`src/rtl/sampcal_pkg.sv`:
```
package sampcal_pkg;

    typedef enum logic [1:0] {
        ST_IDLE,
        ST_SETTLE,
        ST_SEARCH,
        ST_RESTORE
    } cal_state_e;

    typedef struct packed {
        logic out_swap;
        logic ref_swap;
        logic force_ref;
    } swap_ctl_t;

    // true when ones form a strict majority of total samples
    function automatic logic vote_high(input int unsigned ones, input int unsigned total);
        return (2 * ones) > total;
    endfunction

endpackage

```
`src/rtl/sampcal_vote.sv`:
```
module sampcal_vote
    import sampcal_pkg::*;
#(
    parameter int VOTES = 5
) (
    input  logic clk,
    input  logic rst,
    input  logic en_i,
    input  logic bit_i,
    output logic last_o,
    output logic high_o
);
    localparam int CW = $clog2(VOTES + 1);

    logic [CW-1:0] cnt;
    logic [CW-1:0] ones;

    assign last_o = en_i && (cnt == CW'(VOTES - 1));
    assign high_o = vote_high(32'(ones) + 32'(bit_i), VOTES);

    always_ff @(posedge clk) begin
        if (rst || !en_i || last_o) begin
            cnt  <= '0;
            ones <= '0;
        end else begin
            cnt  <= cnt + CW'(1);
            ones <= ones + CW'(bit_i);
        end
    end

    // a decision is taken after no more than VOTES samples
    a_r6_vote_window: assert property (@(posedge clk) disable iff (rst)
        32'(cnt) < VOTES);

endmodule

```
`src/rtl/sampcal_code_bank.sv`:
```
module sampcal_code_bank #(
    parameter int NUM_SAMP = 4,
    parameter int OFS_W    = 5
) (
    input  logic                      clk,
    input  logic                      rst,
    input  logic                      wr_en_i,
    input  logic [$clog2(NUM_SAMP)-1:0] wr_idx_i,
    input  logic [OFS_W-1:0]          wr_code_i,
    input  logic                      ovr_en_i,
    input  logic [$clog2(NUM_SAMP)-1:0] ovr_idx_i,
    input  logic [OFS_W-1:0]          ovr_code_i,
    output logic [NUM_SAMP*OFS_W-1:0] codes_o
);
    localparam int IW = $clog2(NUM_SAMP);
    localparam logic [OFS_W-1:0] MID = OFS_W'(1) << (OFS_W - 1);

    for (genvar g = 0; g < NUM_SAMP; g++) begin : g_slot
        logic [OFS_W-1:0] code_q;

        always_ff @(posedge clk) begin
            if (rst)
                code_q <= MID;
            else if (wr_en_i && wr_idx_i == IW'(g))
                code_q <= wr_code_i;
        end

        assign codes_o[g*OFS_W +: OFS_W] =
            (ovr_en_i && ovr_idx_i == IW'(g)) ? ovr_code_i : code_q;
    end

endmodule

```
`src/rtl/sampcal_seq.sv`:
```
module sampcal_seq
    import sampcal_pkg::*;
#(
    parameter int NUM_SAMP   = 4,
    parameter int OFS_W      = 5,
    parameter int SETTLE_CYC = 4,
    parameter int VOTES      = 5
) (
    input  logic                        clk,
    input  logic                        rst,
    input  logic                        start_i,
    input  logic                        abort_i,
    input  logic [NUM_SAMP-1:0]         cmp_i,
    output logic [NUM_SAMP*OFS_W-1:0]   ofs_code_o,
    output logic                        sub_en_o,
    output logic [$clog2(NUM_SAMP)-1:0] sub_sel_o,
    output logic                        thr_swap_o,
    output logic                        force_ref_o,
    output logic                        busy_o,
    output logic                        done_o
);
    localparam int IW  = $clog2(NUM_SAMP);
    localparam int BW  = (OFS_W > 1) ? $clog2(OFS_W) : 1;
    localparam int SCW = $clog2(SETTLE_CYC + 1);
    localparam logic [OFS_W-1:0] TOP_BIT = OFS_W'(1) << (OFS_W - 1);

    cal_state_e       state;
    logic [IW-1:0]    idx;
    logic [SCW-1:0]   settle_cnt;
    logic [BW-1:0]    bpos;
    logic [OFS_W-1:0] trial;
    logic             done_q;
    swap_ctl_t        ctl;

    logic             vote_last, vote_hi;
    logic [OFS_W-1:0] bit_mask, trial_dec;
    logic             commit;

    assign bit_mask  = OFS_W'(1) << bpos;
    assign trial_dec = vote_hi ? (trial & ~bit_mask) : trial;
    assign commit    = vote_last && (bpos == '0) && !abort_i;

    sampcal_vote #(.VOTES(VOTES)) u_vote (
        .clk    (clk),
        .rst    (rst),
        .en_i   (state == ST_SEARCH),
        .bit_i  (cmp_i[idx]),
        .last_o (vote_last),
        .high_o (vote_hi)
    );

    sampcal_code_bank #(.NUM_SAMP(NUM_SAMP), .OFS_W(OFS_W)) u_bank (
        .clk        (clk),
        .rst        (rst),
        .wr_en_i    (commit),
        .wr_idx_i   (idx),
        .wr_code_i  (trial_dec),
        .ovr_en_i   (ctl.force_ref),
        .ovr_idx_i  (idx),
        .ovr_code_i (trial),
        .codes_o    (ofs_code_o)
    );

    always_ff @(posedge clk) begin
        if (rst) begin
            state      <= ST_IDLE;
            idx        <= '0;
            settle_cnt <= '0;
            bpos       <= '0;
            trial      <= TOP_BIT;
            done_q     <= 1'b0;
        end else begin
            done_q <= 1'b0;
            if (abort_i) begin
                state <= ST_IDLE;
            end else begin
                case (state)
                    ST_IDLE: if (start_i) begin
                        state      <= ST_SETTLE;
                        idx        <= '0;
                        settle_cnt <= '0;
                    end
                    ST_SETTLE: begin
                        if (settle_cnt == SCW'(SETTLE_CYC - 1)) begin
                            state <= ST_SEARCH;
                            bpos  <= BW'(OFS_W - 1);
                            trial <= TOP_BIT;
                        end else begin
                            settle_cnt <= settle_cnt + SCW'(1);
                        end
                    end
                    ST_SEARCH: if (vote_last) begin
                        if (bpos == '0) begin
                            state <= ST_RESTORE;
                        end else begin
                            trial <= trial_dec | (bit_mask >> 1);
                            bpos  <= bpos - BW'(1);
                        end
                    end
                    ST_RESTORE: begin
                        settle_cnt <= '0;
                        if (idx == IW'(NUM_SAMP - 1)) begin
                            state  <= ST_IDLE;
                            done_q <= 1'b1;
                        end else begin
                            idx   <= idx + IW'(1);
                            state <= ST_SETTLE;
                        end
                    end
                    default: state <= ST_IDLE;
                endcase
            end
        end
    end

    always_comb begin
        ctl.out_swap  = (state == ST_SETTLE) || (state == ST_SEARCH);
        ctl.ref_swap  = (state == ST_SEARCH);
        ctl.force_ref = (state == ST_SEARCH);
    end

    assign sub_en_o    = ctl.out_swap;
    assign thr_swap_o  = ctl.ref_swap;
    assign force_ref_o = ctl.force_ref;
    assign sub_sel_o   = idx;
    assign busy_o      = (state != ST_IDLE);
    assign done_o      = done_q;

    // forcing never starts without a swap already in place
    a_r3_swap_before_force: assert property (@(posedge clk) disable iff (rst)
        $rose(force_ref_o) |-> $past(sub_en_o));

    // the output path is substituted throughout the search
    a_r4_force_under_swap: assert property (@(posedge clk) disable iff (rst)
        force_ref_o |-> sub_en_o && thr_swap_o);

    // selection changes only across a released swap
    a_r7_sel_gap: assert property (@(posedge clk) disable iff (rst)
        sub_en_o && $past(sub_en_o) |-> sub_sel_o == $past(sub_sel_o));

    // done is a single-cycle pulse while idle
    a_r8_done_pulse: assert property (@(posedge clk) disable iff (rst)
        done_o |-> !busy_o ##1 !done_o);

    // abort releases everything on the next edge
    a_r9_abort_release: assert property (@(posedge clk) disable iff (rst)
        abort_i |=> !sub_en_o && !thr_swap_o && !force_ref_o && !busy_o && !done_o);

endmodule

```
`config.mk`:
```
export PLATFORM = sky130hd
export DESIGN_NAME = sampcal_seq
export DESIGN_NICKNAME = d
export VERILOG_FILES = /design/src/rtl/sampcal_pkg.sv /design/src/rtl/sampcal_vote.sv /design/src/rtl/sampcal_code_bank.sv /design/src/rtl/sampcal_seq.sv
export SDC_FILE = /design/constraint.sdc
export NUM_CORES = 1
export LEC_CHECK = 0
export BUFFER_PORTS_ARGS = -buffer_cell sky130_fd_sc_hd__buf_2
export CAP_MARGIN = 10
export CORE_MARGIN = 1
export CORE_UTILIZATION = 40
export CTS_BUF_LIST = sky130_fd_sc_hd__clkbuf_16
export DETAILED_ROUTE_END_ITERATION = 12
export PLACE_DENSITY_LB_ADDON = 0.05
export SLEW_MARGIN = 10
export SYNTH_ARGS = -nofsm -noshare
export SYNTH_HDL_FRONTEND = slang
export SYNTH_SLANG_ARGS = --single-unit
```
`constraint.sdc`:
```
create_clock -name clk -period 2.9 [get_ports clk]
set_clock_uncertainty 0.2 [all_clocks]
set_input_delay 0.58 -clock clk [delete_from_list [all_inputs] [get_ports clk]]
set_output_delay 0.58 -clock clk [all_outputs]
set_load 0.02 [all_outputs]
```
==> out/qor.yml, run 1 <==
start_kind: "flop"
port_buffers: 34
synth_cell_type_count: 43
fin_crit_sh_pct: 91.8
max_stage_delay_ns: 0.38
root_buffer: "clkbuf_16"
dpl_worst_slack_ns: 0.0586
cp.required_ns: 2.12
cp_num_buf_inv: 3
clk_pin_slew_worst_paths_ns: 0.06
final_core_util_pct: 50.0
syn_avg_cell_area_um2: 9.59
cts_buffers: 5
synth_top_flop_cell: "dfxtp_1"
fmax_mhz: 375
antennaDiodeCount: 0
max_slew.worst_pin.slew_ns: 0.780
crit_fanout: 6
syn_area_mm2: 0.00238
hold_slack_ns: 0.253
synth.most_common_cell: "dfxtp_1"
initial_utilization_pct: 42.4
synth_common_cells: "dfxtp_1 (42), o21ai_0 (24), ha_1 (21), nand3b_1 (19)"
synth-seq-cells: 42
area_growth_pct: 17.9
drt_pass1_iterations: 4
grt_setup_unrepaired: "false"
ys_async_sr_fraction_pct: 0
cp-end-kind: "output pin"
antenna_left: 0
netlist_instances: 248
yosysTopAreaCellShare_pct: 35.4
die-area_mm2: 0.00626
antenna_found_initial: 0
layout.nets: 320
ys_top_cells_by_area: "dfxtp_1 (35%), ha_1 (11%), mux2_2 (7.6%)"
cap_violations: 0
dp_hpwl_um: 4120
drive_gt1_share_pct: 29.5
worstHoldStart: "u_vote.cnt[0]$_SDFF_PP0_"
clk_latency_ns: 0.28
grt_start_max_net_pins: 43
grt_first_pass_wirelength_um: 9670
setup_tns_ns: 0
ys_warn_count: 0
synth_edf_count: 0
finalMaxSlewViolations: 0
fillerInstances: 580
globalRoute.totalOverflow: 0
tritoncts: "yes"
ios: 35
drc: 0
grt_pass1_vias: 1972
total_power_w: 0.00117
cp.arrival_ns: 1.88
fin_crit_ns: 2.66
clock-sinks: 42
drtIter0Drc: 125
hp-class: "flop to flop"
core_mm2: 0.00561
outcome: "completed"
cts_setup_buffers: 0
yosys.area.top_type: "dfxtp_1"
slew_headroom_pct: 47.2
setup_slack_ns: 0.236
wl_per_cell_um: 15.7
peakVddDrop_mv: 0.199
synth_nets: 277
hold_viol: 0
rows: 27
cp_cell_sequence: "buf_4, inv_1, ha_1, nand2_1, mux2_2, buf_2"
r2r-start: "sub_sel_o[0]$_SDFFE_PP0P_"
slowest_stage: "mux2_2"
powerDensity_mw_per_mm2: 416
viasPerCell: 5.41
grt_usage_pct: 20.2
die_h_um: 79.1
leakagePower_nw: 1.10
path_delay_family: "buffers and inverters"
die_w_um: 79.1
via_count: 1970
cts_max_level: 2
wirelength_um: 5730
clk_path_buf_depth: 2
critPathLaunch: "sub_sel_o[0]$_SDFFE_PP0P_"
crit_type: "flop to output pin"
setup_violations: 0
synth_seq_area_share_pct: 35.4
gp_congestion: 0.753
[cell families after synthesis]
| logic type | count (synthesis) | share of synthesized area (%) |
|---|---|---|
| buf+inv | 22 | 4.63 |
| flops | 42 | 35.4 |
| fa+ha+maj | 21 | 11.1 |
| xor+xnor | 4 | 1.47 |
| simple gates | 91 | 25.2 |
| mux | 18 | 8.95 |
| compound gates | 50 | 13.3 |
[timing repair]
action	in CTS	in global routing
hold buffers	0	0
endpoints found under the setup margin	0	17
gates resized for setup	0	1
[cell usage in the layout, fill, tap and decap left out, types with 8 or more instances in the layout]
cell / n
dfxtp_1: 42
buf_2: 34
o21ai_0: 24
ha_1: 20
nand3b_1: 19
nand2_1: 16
mux2_2: 16
inv_1: 13
buf_4: 12
a21oi_1: 10
nand2b_1: 9
nor3_1: 8
[flip-flops by register name (all words and copies together) (netlist names)]
signal / flops
u_bank.g_slot.code_q: 20
state: 2
bpos: 3
trial: 5
sub_sel_o: 2
settle_cnt: 3
u_vote.ones: 3
done_o: 1
u_vote.cnt: 3
[power by group]
part           switching [W]  internal [W]
combinational      0.0000340     0.0000241
clock               0.000217      0.000311
sequential        0.00000178      0.000579
total               0.000253      0.000914
[per-layer routing]
metal | share of wire [%] | GRT usage, % | vias to the layer above
li1 | - | - | 978
met1 | 48 | 26.0 | 932
met2 | 46 | 33.9 | 45
met3 | 4.2 | 3.10 | 15
met4 | 2.2 | 7.82 | 0
met5 | 0 | 0 | -
[area by class of cell]
cell class / count / area, um2 / area share [%]
inverter: 12 / 45.0 / 1.61
sequential: 42 / 841 / 30.0
clock inverter: 3 / 12.5 / 0.446
clock buffer: 5 / 125 / 4.46
timing repair buffer: 46 / 260 / 9.29
tap: 72 / 90.1 / 3.21
multi-input combinational: 184 / 1430 / 51.0
[metrics by stage]
stage	area, um2	std cells
after floorplan	2380	248
after global placement	2660	356
after detailed placement	2660	356
after CTS	2800	364
final	2800	364
after global routing	2800	364
[worst reg2reg max path: stages (launching register included)]
cell     delay [ns]
dfxtp_1        0.35
mux4_2         0.51
ha_1           0.21
ha_1           0.32
nand2_1        0.11
o21ai_0        0.25
buf_4          0.17
nor3_1         0.04
a211o_1        0.27
[final timing paths]
path / slack (ns) / depth (start not counted) / endpoint
setup / recovery: 0.24 / 6 / ofs_code_o[4]
hold / removal: 0.25 / 1 / u_vote.cnt[0]$_SDFF_PP0_
setup reg to reg: 0.35 / 8 / u_bank.g_slot[1].code_q[4]$_SDFFE_PP1P_
hold reg to reg: 0.25 / 1 / u_vote.cnt[0]$_SDFF_PP0_
(Power assumes the default switching activity.)
==> run 2: changes to the inputs <==
--- a/config.mk
+++ b/config.mk
@@ -5,6 +5,7 @@
 export SDC_FILE = /design/constraint.sdc
 export NUM_CORES = 1
 export LEC_CHECK = 0
+export ABC_AREA = 1
 export BUFFER_PORTS_ARGS = -buffer_cell sky130_fd_sc_hd__buf_2
 export CAP_MARGIN = 10
 export CORE_MARGIN = 1
@@ -12,7 +13,9 @@
 export CTS_BUF_LIST = sky130_fd_sc_hd__clkbuf_16
 export DETAILED_ROUTE_END_ITERATION = 12
 export PLACE_DENSITY_LB_ADDON = 0.05
+export REMOVE_ABC_BUFFERS = 1
 export SLEW_MARGIN = 10
 export SYNTH_ARGS = -nofsm -noshare
 export SYNTH_HDL_FRONTEND = slang
 export SYNTH_SLANG_ARGS = --single-unit
+export TNS_END_PERCENT = 50
==> run 2 against run 1 <==
  * Register-to-register slack improved by 0.10 ns
  * Critical path depth stayed put
  * Clock power grew 0.9%
  * Cell count grew 25%
  * Combinational power rose to 2.9 times the previous value
  * Synthesized cell count grew 37%
  * Clock-buffer cell count unchanged
  * Critical path type unchanged
==> out/qor.yml, run 2 <==
cp-end-kind: "output pin"
final_cells: 454
layout.nets: 407
initial_utilization_pct: 41.6
cp.arrival_ns: 1.82
leakagePower_nw: 1.40
hold_slack_ns: 0.255
dp_hpwl_um: 4300
cp.required_ns: 2.12
ios: 35
peakVddDrop_mv: 0.284
synth_seq_area_share_pct: 34.1
wirelength_um: 5570
synth_cell_type_count: 33
fin_crit_sh_pct: 89.5
ff2ff_setup_slack_ns: 0.45
setup_violations: 0
port_buffers: 34
grt_pass1_vias: 1880
largest_register_ffs: 20
setup_slack_ns: 0.305
final_cell_mix: "nand2_1 (66), inv_1 (44), nand3_1 (44)"
clk_latency_ns: 0.28
r2r_cells: 13
tritoncts: "yes"
die_w_um: 80.5
power.switching_w: 0.000349
grt_start_max_net_pins: 18
hold_path_end: "u_vote.cnt[0]$_SDFF_PP0_"
root_buffer: "clkbuf_16"
dpl_worst_slack_ns: 0.365
post-route-cell-area_mm2: 0.00285
syn_avg_cell_area_um2: 7.27
area_growth_pct: 15.8
ys_warn_count: 0
yosys.area.top_type: "dfxtp_1"
fillerInstances: 614
syn_area_mm2: 0.00246
cts_setup_buffers: 0
cap_violations: 0
fmax_mhz: 385
drtIter0Drc: 133
swShare_pct: 26.8
ys_top_cells_by_area: "dfxtp_1 (34%), ha_1 (11%), nand2_1 (10%)"
top_register: "u_bank.g_slot.code_q"
start_kind: "flop"
antenna_found_initial: 0
crit_type: "flop to output pin"
hold_depth: 1
grt_setup_unrepaired: "false"
powerDensity_mw_per_mm2: 457
worstHoldStart: "u_vote.cnt[0]$_SDFF_PP0_"
synth.most_common_cell: "nand2_1"
dp.cells: 446
p_int_w: 0.000955
antennaDiodeCount: 0
timing.rr.end: "trial[0]$_SDFFE_PP0P_"
place_area_mm2: 0.00272
core_mm2: 0.00592
gp_congestion: 0.773
postCtsHoldBufs: 0
reg_top3: "u_bank.g_slot.code_q (20), trial (5)"
rows: 28
ys_async_sr_fraction_pct: 0
max_slew.worst_pin.slew_ns: 0.319
grt_usage_pct: 18.7
p_clk_share_pct: 40.9
seqPwrFrac_pct: 45.9
setup_tns_ns: 0
grt_first_pass_wirelength_um: 9170
via_count: 2218
layout_commonest_cell: "nand2_1"
die-area_mm2: 0.00648
cts_max_level: 2
globalRoute.totalOverflow: 0
viasPerCell: 4.89
r2r-start: "sub_sel_o[0]$_SDFFE_PP0P_"
fin_crit_ns: 2.60
antenna_left: 0
netlist_instances: 339
synth_top_flop_cell: "dfxtp_1"
cts_buffers: 5
hold_viol: 0
crit_fanout: 10
synth_edf_count: 0
wl_per_cell_um: 12.3
drc: 0
synth-seq-cells: 42
yosysTopAreaCellShare_pct: 34.1
cts-resized-gates: 0
synth_common_cells: "nand2_1 (66), nand3_1 (44), inv_1 (43), dfxtp_1 (42), o21ai_0 (24)"
die_h_um: 80.5
hp-class: "flop to flop"
drive_gt1_share_pct: 17.2
outcome: "completed"
clk_path_buf_depth: 2
pwr-share-comb_pct: 13.2
clock-sinks: 42
clk_pin_slew_worst_paths_ns: 0.06
slew_headroom_pct: 78.7
drt_pass1_iterations: 4
finalMaxSlewViolations: 0
run 2: layout make-up:
| class | instances | area (um2) | share of cell area [%] |
|---|---|---|---|
| Sequential cell | 42 | 841 | 29.5 |
| Inverter | 50 | 189 | 6.62 |
| Clock inverter | 3 | 12.5 | 0.438 |
| Timing Repair Buffer | 37 | 193 | 6.75 |
| Clock buffer | 5 | 125 | 4.38 |
| Multi-Input combinational cell | 242 | 1400 | 49.1 |
| Tap cell | 75 | 93.8 | 3.29 |
run 2: layer usage:
| layer | track usage [%] | part of all wire (%) | vias up |
|---|---|---|---|
| met2 | 30.3 | 46 | 37 |
| met1 | 25.1 | 51 | 995 |
| li1 | - | - | 1180 |
| met3 | 3.41 | 3.0 | 6 |
| met4 | 5.36 | 0.92 | 0 |
| met5 | 0 | 0 | - |
run 2: kinds of logic after synthesis:
group | synth area share, %
flip-flops | 34.1
AND/OR/NAND/NOR | 33.9
XOR/XNOR | 0.356
AO/OA/AOI/OAI | 11.9
adder cells (fa/ha/maj) | 10.7
buffers and inverters | 9.04
run 2: worst max path at each step:
stage / start / to / slack, ns / cells after the start
after floorplan: state[0]$_SDFFE_PP0P_ / ofs_code_o[10] / 0.08 / 4
after detailed placement: cmp_i[2] / u_bank.g_slot[0].code_q[1]$_SDFFE_PP0P_ / 0.36 / 11
final: state[0]$_SDFFE_PP0P_ / ofs_code_o[13] / 0.30 / 6
after global placement: cmp_i[1] / u_bank.g_slot[3].code_q[4]$_SDFFE_PP1P_ / 0.42 / 10
after CTS: state[0]$_SDFFE_PP0P_ / ofs_code_o[13] / 0.30 / 6
after global routing: state[0]$_SDFFE_PP0P_ / ofs_code_o[13] / 0.12 / 6
run 2: metrics by stage:
stage | total power (W) | util, %
after floorplan | 0.000733 | -
after global placement | 0.000784 | 45.9
after detailed placement | 0.000785 | 45.9
after CTS | 0.00132 | 48.2
after global routing | 0.00137 | 48.2
final | 0.00130 | 48.2
run 2: critical path: stages, from the launching register on:
cell	delay [ns]
dfxtp_1	0.42
inv_1	0.12
ha_1	0.30
nand2_1	0.29
nand2_1	0.09
o21ai_0	0.11
buf_2	0.20
run 2: power by group through the flow:
stage	clock, W	sequential, W	combinational [W]
6_report	0.000533	0.000599	0.000171
5_1_grt	0.000573	0.000600	0.000193
3_5_place_dp	0	0.000612	0.000173
2_1_floorplan	0	0.000613	0.000121
4_1_cts	0.000546	0.000599	0.000174
3_3_place_gp	0	0.000611	0.000173
